===== src/rtl/i2c_stx_pkg.sv =====
package i2c_stx_pkg;
  typedef enum logic [2:0] {
    ST_IGNORE,
    ST_ADDR,
    ST_AACK,
    ST_WAITD,
    ST_LOAD,
    ST_TXB,
    ST_TACK,
    ST_HOLD
  } stx_state_e;
endpackage


===== src/rtl/i2c_stx_linemon.sv =====
module i2c_stx_linemon #(
  parameter int STAGES = 2
) (
  input  logic clk,
  input  logic rst,
  input  logic scl_in,
  input  logic sda_in,
  output logic scl_lvl,
  output logic sda_lvl,
  output logic scl_rise,
  output logic scl_fall,
  output logic start_det,
  output logic stop_det
);
  logic [STAGES-1:0] scl_pipe, sda_pipe;
  logic scl_d, sda_d;

  always_ff @(posedge clk) begin
    if (rst) begin
      scl_pipe <= '1;
      sda_pipe <= '1;
      scl_d    <= 1'b1;
      sda_d    <= 1'b1;
    end else begin
      scl_pipe <= {scl_pipe[STAGES-2:0], scl_in};
      sda_pipe <= {sda_pipe[STAGES-2:0], sda_in};
      scl_d    <= scl_pipe[STAGES-1];
      sda_d    <= sda_pipe[STAGES-1];
    end
  end

  assign scl_lvl   = scl_pipe[STAGES-1];
  assign sda_lvl   = sda_pipe[STAGES-1];
  assign scl_rise  = scl_lvl & ~scl_d;
  assign scl_fall  = ~scl_lvl & scl_d;
  assign start_det = scl_lvl & scl_d & ~sda_lvl & sda_d;
  assign stop_det  = scl_lvl & scl_d & sda_lvl & ~sda_d;
endmodule


===== src/rtl/i2c_stx_addr_match.sv =====
module i2c_stx_addr_match #(
  parameter int NSLOT = 3,
  parameter int AW    = 7
) (
  input  logic [AW:0]          rx_byte,
  input  logic [NSLOT*AW-1:0]  slots,
  output logic [NSLOT-1:0]     slot_hit,
  output logic                 gcall_hit
);
  for (genvar gi = 0; gi < NSLOT; gi++) begin : g_slot
    assign slot_hit[gi] = (rx_byte[AW:1] == slots[gi*AW +: AW]);
  end
  assign gcall_hit = (rx_byte[AW:1] == '0);
endmodule


===== src/rtl/i2c_stx_engine.sv =====
module i2c_stx_engine
  import i2c_stx_pkg::*;
#(
  parameter int NSLOT = 3,
  parameter int DW    = 8
) (
  input  logic             clk,
  input  logic             rst,
  input  logic             scl_lvl,
  input  logic             sda_lvl,
  input  logic             scl_rise,
  input  logic             scl_fall,
  input  logic             start_det,
  input  logic             stop_det,
  input  logic [NSLOT-1:0] slot_hit,
  input  logic             gcall_hit,
  output logic [DW-1:0]    rx_byte,
  input  logic             ack_bit_val,
  input  logic             nack_hold_en,
  input  logic             txd_wr,
  input  logic [DW-1:0]    txd_in,
  input  logic             rxd_rd,
  input  logic             nack_clr,
  input  logic             stop_clr,
  output logic             sda_low,
  output logic             scl_low,
  output logic             tx_empty,
  output logic             tx_end,
  output logic             nack_flag,
  output logic             stop_flag,
  output logic             tx_mode,
  output logic [NSLOT-1:0] hit_flags,
  output logic             gc_flag
);
  localparam int CW = $clog2(DW + 1);
  localparam logic [CW-1:0] CNT_FULL = CW'(DW);
  localparam logic [CW-1:0] CNT_LAST = CW'(DW - 1);

  stx_state_e    state;
  logic [CW-1:0] cnt;
  logic [DW-1:0] sr, sh, tdr;
  logic          mack_q;

  assign rx_byte = sr;

  always_ff @(posedge clk) begin
    if (rst) begin
      state     <= ST_IGNORE;
      cnt       <= '0;
      sr        <= '0;
      sh        <= '0;
      tdr       <= '0;
      mack_q    <= 1'b0;
      sda_low   <= 1'b0;
      scl_low   <= 1'b0;
      tx_empty  <= 1'b0;
      tx_end    <= 1'b0;
      nack_flag <= 1'b0;
      stop_flag <= 1'b0;
      tx_mode   <= 1'b0;
      hit_flags <= '0;
      gc_flag   <= 1'b0;
    end else begin
      if (nack_clr) nack_flag <= 1'b0;
      if (stop_clr) stop_flag <= 1'b0;
      if (txd_wr)   tdr       <= txd_in;
      case (state)
        ST_ADDR: begin
          if (scl_rise && cnt != CNT_FULL) begin
            sr  <= {sr[DW-2:0], sda_lvl};
            cnt <= cnt + CW'(1);
          end else if (scl_fall && cnt == CNT_FULL) begin
            if (|slot_hit || gcall_hit) begin
              state   <= ST_AACK;
              sda_low <= ~ack_bit_val;
            end else begin
              state <= ST_IGNORE;
            end
          end
        end
        ST_AACK: begin
          if (scl_rise) begin
            hit_flags <= slot_hit;
            gc_flag   <= gcall_hit;
            if (sr[0]) begin
              tx_mode  <= 1'b1;
              tx_empty <= 1'b1;
            end
          end else if (scl_fall) begin
            sda_low <= 1'b0;
            if (sr[0] && !ack_bit_val) begin
              state   <= ST_WAITD;
              scl_low <= 1'b1;
            end else begin
              state <= ST_IGNORE;
            end
          end
        end
        ST_WAITD: if (!tx_empty) state <= ST_LOAD;
        ST_LOAD: begin
          sh       <= tdr;
          sda_low  <= ~tdr[DW-1];
          scl_low  <= 1'b0;
          tx_empty <= 1'b1;
          cnt      <= '0;
          state    <= ST_TXB;
        end
        ST_TXB: begin
          if (scl_fall) begin
            if (cnt == CNT_LAST) begin
              sda_low <= 1'b0;
              state   <= ST_TACK;
            end else begin
              sh      <= {sh[DW-2:0], 1'b0};
              sda_low <= ~sh[DW-2];
              cnt     <= cnt + CW'(1);
            end
          end
        end
        ST_TACK: begin
          if (scl_rise) begin
            mack_q <= sda_lvl;
          end else if (scl_fall) begin
            if (mack_q && nack_hold_en) begin
              nack_flag <= 1'b1;
              scl_low   <= 1'b1;
              state     <= ST_HOLD;
            end else if (tx_empty) begin
              tx_end  <= 1'b1;
              scl_low <= 1'b1;
              state   <= ST_HOLD;
            end else begin
              state <= ST_LOAD;
            end
          end
        end
        ST_HOLD: begin
          if (rxd_rd) begin
            if (nack_flag || tx_empty) begin
              scl_low <= 1'b0;
              state   <= ST_IGNORE;
            end else begin
              state <= ST_LOAD;
            end
          end
        end
        default: ;
      endcase
      if (txd_wr) begin
        tx_empty <= 1'b0;
        tx_end   <= 1'b0;
      end
      if (start_det) begin
        state   <= ST_ADDR;
        cnt     <= '0;
        sda_low <= 1'b0;
        scl_low <= 1'b0;
      end
      if (stop_det) begin
        state     <= ST_IGNORE;
        stop_flag <= 1'b1;
        tx_mode   <= 1'b0;
        tx_empty  <= 1'b0;
        tx_end    <= 1'b0;
        hit_flags <= '0;
        gc_flag   <= 1'b0;
        sda_low   <= 1'b0;
        scl_low   <= 1'b0;
      end
    end
  end

  assert_stop_clears_R10: assert property (@(posedge clk) disable iff (rst)
    stop_det |=> (!tx_mode && !tx_empty && !tx_end && hit_flags == '0 && !gc_flag
                  && stop_flag && !scl_low && !sda_low));

  assert_sda_moves_scl_low_R6: assert property (@(posedge clk) disable iff (rst)
    !$stable(sda_low) |-> (!$past(scl_lvl) || $past(start_det) || $past(stop_det)));

  assert_read_releases_R8: assert property (@(posedge clk) disable iff (rst)
    (state == ST_HOLD && rxd_rd) |=> ##1 !scl_low);

  assert_nack_sticky_R11: assert property (@(posedge clk) disable iff (rst)
    (nack_flag && !nack_clr) |=> nack_flag);

  assert_write_clears_empty_R5: assert property (@(posedge clk) disable iff (rst)
    (txd_wr && !stop_det) |=> (!tx_empty && !tx_end));
endmodule


===== src/rtl/i2c_slave_tx_ctrl.sv =====
module i2c_slave_tx_ctrl #(
  parameter int NSLOT  = 3,
  parameter int AW     = 7,
  parameter int STAGES = 2
) (
  input  logic                clk,
  input  logic                rst,
  input  logic                scl_i,
  input  logic                sda_i,
  output logic                scl_pull_low,
  output logic                sda_pull_low,
  input  logic [NSLOT*AW-1:0] slot_addr,
  input  logic                ack_bit_val,
  input  logic                nack_hold_en,
  input  logic                txd_wr,
  input  logic [AW:0]         txd_in,
  input  logic                rxd_rd,
  input  logic                nack_clr,
  input  logic                stop_clr,
  output logic                st_tx_empty,
  output logic                st_tx_end,
  output logic                st_nack,
  output logic                st_stop,
  output logic                st_tx_mode,
  output logic [NSLOT-1:0]    st_slot_hit,
  output logic                st_gcall
);
  localparam int DW = AW + 1;

  logic scl_lvl, sda_lvl, scl_rise, scl_fall, start_det, stop_det;
  logic [NSLOT-1:0] slot_hit;
  logic gcall_hit;
  logic [DW-1:0] rx_byte;

  i2c_stx_linemon #(.STAGES(STAGES)) mon_i (
    .clk(clk), .rst(rst), .scl_in(scl_i), .sda_in(sda_i),
    .scl_lvl(scl_lvl), .sda_lvl(sda_lvl), .scl_rise(scl_rise), .scl_fall(scl_fall),
    .start_det(start_det), .stop_det(stop_det)
  );

  i2c_stx_addr_match #(.NSLOT(NSLOT), .AW(AW)) match_i (
    .rx_byte(rx_byte), .slots(slot_addr), .slot_hit(slot_hit), .gcall_hit(gcall_hit)
  );

  i2c_stx_engine #(.NSLOT(NSLOT), .DW(DW)) eng_i (
    .clk(clk), .rst(rst), .scl_lvl(scl_lvl), .sda_lvl(sda_lvl),
    .scl_rise(scl_rise), .scl_fall(scl_fall), .start_det(start_det), .stop_det(stop_det),
    .slot_hit(slot_hit), .gcall_hit(gcall_hit), .rx_byte(rx_byte),
    .ack_bit_val(ack_bit_val), .nack_hold_en(nack_hold_en),
    .txd_wr(txd_wr), .txd_in(txd_in), .rxd_rd(rxd_rd),
    .nack_clr(nack_clr), .stop_clr(stop_clr),
    .sda_low(sda_pull_low), .scl_low(scl_pull_low),
    .tx_empty(st_tx_empty), .tx_end(st_tx_end), .nack_flag(st_nack),
    .stop_flag(st_stop), .tx_mode(st_tx_mode), .hit_flags(st_slot_hit), .gc_flag(st_gcall)
  );
endmodule


===== config.mk =====
export PLATFORM = sky130hd
export DESIGN_NAME = i2c_slave_tx_ctrl
export DESIGN_NICKNAME = d
export VERILOG_FILES = /design/src/rtl/i2c_stx_pkg.sv /design/src/rtl/i2c_stx_linemon.sv /design/src/rtl/i2c_stx_addr_match.sv /design/src/rtl/i2c_stx_engine.sv /design/src/rtl/i2c_slave_tx_ctrl.sv
export SDC_FILE = /design/constraint.sdc
export NUM_CORES = 1
export LEC_CHECK = 0
export ABC_CLOCK_PERIOD_IN_PS = 1700
export BUFFER_PORTS_ARGS = -buffer_cell sky130_fd_sc_hd__buf_2
export CAP_MARGIN = 25
export CORE_ASPECT_RATIO = 1.75
export CORE_MARGIN = 4
export CORE_UTILIZATION = 45
export CTS_CLUSTER_SIZE = 25
export DETAILED_ROUTE_END_ITERATION = 10
export PLACE_DENSITY = 0.7
export SLEW_MARGIN = 20
export SYNTH_ARGS = -nofsm -noshare
export SYNTH_HDL_FRONTEND = slang
export SYNTH_SLANG_ARGS = --single-unit

===== constraint.sdc =====
create_clock -name clk -period 1.7 [get_ports clk]
set_input_delay 0 -clock clk [delete_from_list [all_inputs] [get_ports clk]]
set_output_delay 0 -clock clk [all_outputs]
set_load 0.03 [all_outputs]

# After elaboration in Yosys (flattened, before gate mapping)
# Cells that the tools add are included.
word_totals:
  elab_cells: 163
  reg_bits: 48
  output_inout_bits: 11
  inputBits: 39
classes:
  eq_ne: 41
  n_addsub: 1
  n_reduce_logical: 33
  mux: 52
  bitwise: 16
op_table:
  columns: ["operator", "count"]
  rows:
  - ["$mux 3", 12]
  - ["$mux 1", 26]
  - ["$ne 2x1->1 const B", 11]
  - ["$reduce_and 11->1", 2]
  - ["$eq 7x7->1", 3]
  - ["$pmux 3 s7", 1]
  - ["$ne 3x1->1 const B", 6]
  - ["$mux 7", 2]
  - ["$pmux 7 s2", 1]
  - ["$eq 3x3->1 const B", 4]
  - ["$mux 4", 3]
  - ["$ne 2x2->1 const B", 6]
  - ["$pmux 4 s3", 1]
  - ["$ne 3x2->1 const B", 3]
  - ["$not 1->1", 9]
  - ["$reduce_and 3->1", 3]
  - ["$reduce_and 9->1", 1]
  - ["$reduce_or 3->1", 3]
  - ["$pmux 1 s4", 2]
  - ["$reduce_bool 4->1", 2]
  - ["$reduce_bool 8->1", 1]
  - ["$and 1x1->1", 7]
  - ["$logic_not 7->1", 1]
  - ["$reduce_and 7->1", 1]
  - ["19 further kinds", 32]

# Depth between registers and ports, before layout
depth:
  ltp_word: 8
  mapped_depth: 9

# Modules after synthesis
# A second synthesis with hierarchy kept.
unflattened:
  cells_unflattened: 276
  hier_area_um2: 2489.9
modules_own_cells:
  columns: ["mod", "seq_area_each_um2", "cells_each", "area_per_inst_um2", "n_inst"]
  rows:
  - ["i2c_stx_engine", 840.8, 231, 2058.2, 1]
  - ["i2c_stx_addr_match", 0.0, 29, 241.5, 1]
  - ["i2c_stx_linemon", 120.1, 16, 190.2, 1]

# Least setup slack after synthesis
# Ideal clock, no wire load.
synth_timing:
  path_type: "register -> register"
  start: "reg eng_i.sr[1] (netlist: eng_i.rx_byte[1])"
  end: "reg eng_i.sda_low"
  setup_ns: 0.072
  synth_period_minus_slack_ns: 1.646
  t_required_ns: 1.628
  t_arrival_ns: 1.575
  path_slack_ns: 0.054
  stages_incl_launch_ff: 8
  cell_sequence: "dfxtp_1 buf_6 or4_4 nor4_4 or2b_1 nor4_1 a21oi_2 mux2i_1"
synth_via:
  elab_chain_len: 5
  word_cells_on_any_way: 8
  classes_between: "4 x eq/ne; 4 x reduce/logical"
synth_lines:
  columns: ["element", "line", "source"]
  rows:
  - ["from (decl)", "i2c_stx_engine.sv:41", "logic [DW-1:0] sr, sh, tdr;"]
  - ["from (signal assigned)", "i2c_stx_engine.sv:70", "sr <= {sr[DW-2:0], sda_lvl};"]
  - ["$eq 7x7->1", "i2c_stx_addr_match.sv:11", "assign slot_hit[gi] = (rx_byte[AW:1] == slots[gi*AW +: AW]);"]
  - ["$reduce_or 3->1", "i2c_stx_engine.sv:73", "if (|slot_hit || gcall_hit) begin"]
  - ["$logic_or 1x1->1 *", "i2c_stx_engine.sv:73", null]
  - ["$ne 2x1->1 (no line) *", null, null]
  - ["$reduce_and 7->1 (no line) *", null, null]
  - ["to (signal assigned)", "i2c_stx_engine.sv:75", "sda_low <= ~ack_bit_val;"]
  - ["to (signal assigned)", "i2c_stx_engine.sv:102", "sda_low <= ~tdr[DW-1];"]
  - ["to (signal assigned)", "i2c_stx_engine.sv:115", "sda_low <= ~sh[DW-2];"]
  - ["to (decl)", "i2c_stx_engine.sv:25", "output logic sda_low,"]
# Every way passes the cells marked *; elsewhere a longest branch is shown, timed or not.
# A chain may end at the register's enable or synchronous reset.

# Final worst setup path
# Same ends and word-level chain as after synthesis.

==> flow_summary.toml <==
[worst_setup_path]
r2r_slack_ns = 0.04
crit_path_max_incr_delay_ns = 0.54
cp.buffers_inverters = 0
rr_endpoint = "eng_i.sda_low"
crit_family = "simple AND/OR/NAND/NOR gates"
cp.arrival_ns = 1.90
crit_fanout = 2
cpMaxStageDelayCell = "or4_4"
r2r-start = "eng_i.rx_byte[1]"
crit_chain = "or4_4, nor4_4, or2b_1, nor4_2, a21oi_2, mux2i_1"
end_kind = "register"
critPathKind = "reg2reg"
start_kind = "register"
worstPathRequired_ns = 1.94
reg2reg_depth = 6

[sta]
clock_skew_ns = 0.00812
tns_ns = 0
finalCritPeriodShare_pct = 97.7
setup_viol = 0
final_max_slew_viol_count = 0
fin_crit_ns = 1.66
slew_headroom_pct = 75.0
finalHoldViolations = 0
tightest_slew_ns = 0.370
grt_setup_unrepaired = "yes"
fmax_ghz = 0.602

[global_route]
gr-total-overflow = 0
antenna_found_initial = 0
grt_max_degree = 23
grt_pass1_vias = 2214
grt_use_total_pct = 18.0
grt_pass1_wl_um = 9730

[clock_tree]
htreeDepth = 2
cts_buffers = 5
clk_path_buf_depth = 2
tritoncts = "yes"
ctsRootBufferMaster = "clkbuf_8"
clkLatencyLatePin_ns = 0.31
path_clk_slew_ns = 0.09
cts_sinks = 48

[logic_synthesis]
async_flop_share_pct = 0
yosysUniqueCellTypes = 50
synth_edf_count = 0
synth-seq-cells = 48
syn_inst = 282
yosys_warnings = 0
synthFlopType = "dfxtp_1"
synth_area_per_cell_um2 = 8.70
synth.cell_area_um2 = 2450
syn-num-nets = 323
seq_area_frac_synth_pct = 39.2

[detailed_routing]
num_vias = 2199
wl_per_cell_um = 13.6
ant_nets = 0
drc = 0
viasPerCell = 5.11
routed_wirelength_um = 5830
drt-initial-drc-count = 47
dr.pass1.iters = 4

[finish]
areaGrowthSynthToFinish_pct = 27.3
most-common-layout-cells = "49 x buf_2, 42 x dfxtp_1, 38 x nor2_1"
antenna_cells = 0
nNetsFinal = 396
final_common_cell = "buf_2"
final_layout_size_suffix_gt1_share_pct = 29.2

[floorplan]
die_y_um = 106
io-pin-count = 50
die_w_um = 63.8
coreArea_um2 = 5300
num_rows = 35
initial_utilization_pct = 46.3
dieArea_um2 = 6740

[outcome]
status = "completed"

[hold_path]
min_path_type = "in2reg"
min_from = "rst"
hold_depth = 2
hold_end = "eng_i.rx_byte[0]"

[job]
drv_cap = 0

[power_and_ir_drop]
power_leakage_nw = 1.32
p_per_area_nw_per_um2 = 674
total_power_mw = 2.11
ir_drop_uv = 461

[place]
place_congestion = 0.848
io_buffers = 49
dp_hpwl_um = 4400
-- cells by family (layout without fill, tap and decap cells) --
logic type,count (synthesis),after routing,synth area share [%]
flops,48,48,39.2
mux,19,19,7.75
fa+ha+maj,2,2,1.02
xor+xnor,26,26,9.28
simple gates,107,107,22.6
buf+inv,27,101,6.68
compound gates,53,53,13.5
-- power by group --
part	internal (mW)	switching, mW	leakage [nW]	total, mW
sequential	1.14	0.0161	0.393	1.16
clock	0.331	0.383	0.0445	0.714
combinational	0.121	0.113	0.878	0.233
-- layout make-up --
cell class / count / area, um2
Fill cell: 481 / 2180
Multi-Input combinational cell: 207 / 1370
Sequential cell: 48 / 971
Timing Repair Buffer: 87 / 576
Tap cell: 74 / 92.6
Clock buffer: 7 / 86.3
Inverter: 6 / 22.5
Clock inverter: 1 / 7.51
-- flip-flops by register name, indices dropped and copies added, names as in the netlist, 2 cells and up --
name,count
eng_i.tdr,8
mon_i.scl_pipe,2
eng_i.sh,7
eng_i.hit_flags,3
eng_i.rx_byte,8
mon_i.sda_pipe,2
eng_i.cnt,4
eng_i.state,3
-- worst register-to-register path, stage by stage, from the launching register on --
cell	delay, ns
dfxtp_2	0.33
or4_4	0.54
nor4_4	0.16
or2b_1	0.15
nor4_2	0.05
a21oi_2	0.17
mux2i_1	0.19
-- stage by stage --
stage               setup slack, ns  hold WS, ns  instances  cell area, um2  utilization, %
global route                -0.0649       0.0408        430            3120            58.9
detailed placement          -0.0464        0.185        407            2840            53.5
floorplan                    0.0537        0.104        282            2450               -
finish                       0.0393       0.0226        430            3120            58.9
global placement            -0.0178        0.182        407            2840            53.5
CTS                          0.0136       0.0262        428            3070            57.9
-- cell usage after synthesis (all sizes together) (2+ instances only) --
cell type | number | share of area, %
a211oi | 3 | 0.92
a21oi | 24 | 5.0
a221oi | 2 | 0.71
a311oi | 2 | 0.71
a31oi | 2 | 0.51
buf | 13 | 4.4
clkbuf | 8 | 1.4
dfxtp | 48 | 39
ha | 2 | 1.0
inv | 6 | 0.92
mux2i | 19 | 7.8
nand2 | 21 | 3.2
nand2b | 5 | 1.3
nand3 | 12 | 2.4
nand4 | 3 | 0.76
nor2 | 38 | 5.8
nor2b | 3 | 0.76
nor3 | 5 | 1.2
nor4 | 5 | 2.7
o21ai | 10 | 2.0
o221a | 2 | 0.92
o31ai | 2 | 0.61
or2 | 8 | 2.0
xnor2 | 16 | 5.7
xor2 | 10 | 3.6
-- routing by layer --
layer / track usage, % / up-vias / wire length, um / part of all wire [%]
met5: 0 / - / 0 / 0
met4: 7.42 / 0 / 129 / 2.2
met3: 3.52 / 12 / 213 / 3.7
met2: 34.0 / 46 / 3210 / 55
met1: 18.7 / 1030 / 2280 / 39
li1: - / 1111 / - / -
-- how the worst max path moves through the flow --
| stage | start | to | slack [ns] | depth (start not counted) |
|---|---|---|---|---|
| final | eng_i.rx_byte[1] | eng_i.sda_low | 0.04 | 6 |
| after global routing | mon_i.scl_d | eng_i.state[0] | -0.06 | 6 |
| after floorplan | eng_i.rx_byte[1] | eng_i.sda_low | 0.05 | 7 |
| after global placement | eng_i.rx_byte[4] | eng_i.sda_low | -0.02 | 6 |
| after detailed placement | eng_i.rx_byte[6] | eng_i.sda_low | -0.05 | 5 |
| after CTS | eng_i.rx_byte[4] | eng_i.sda_low | 0.01 | 6 |
-- repair_timing --
action | in CTS | in global routing
hold buffers | 13 | 0
setup endpoints to repair | 1 | 17
buffers inserted | 0 | 2
pin swaps | 0 | 0
endpoints found under the hold margin | 12 | 0
resized for setup | 4 | 11
Power figures use the tool's default switching activity.
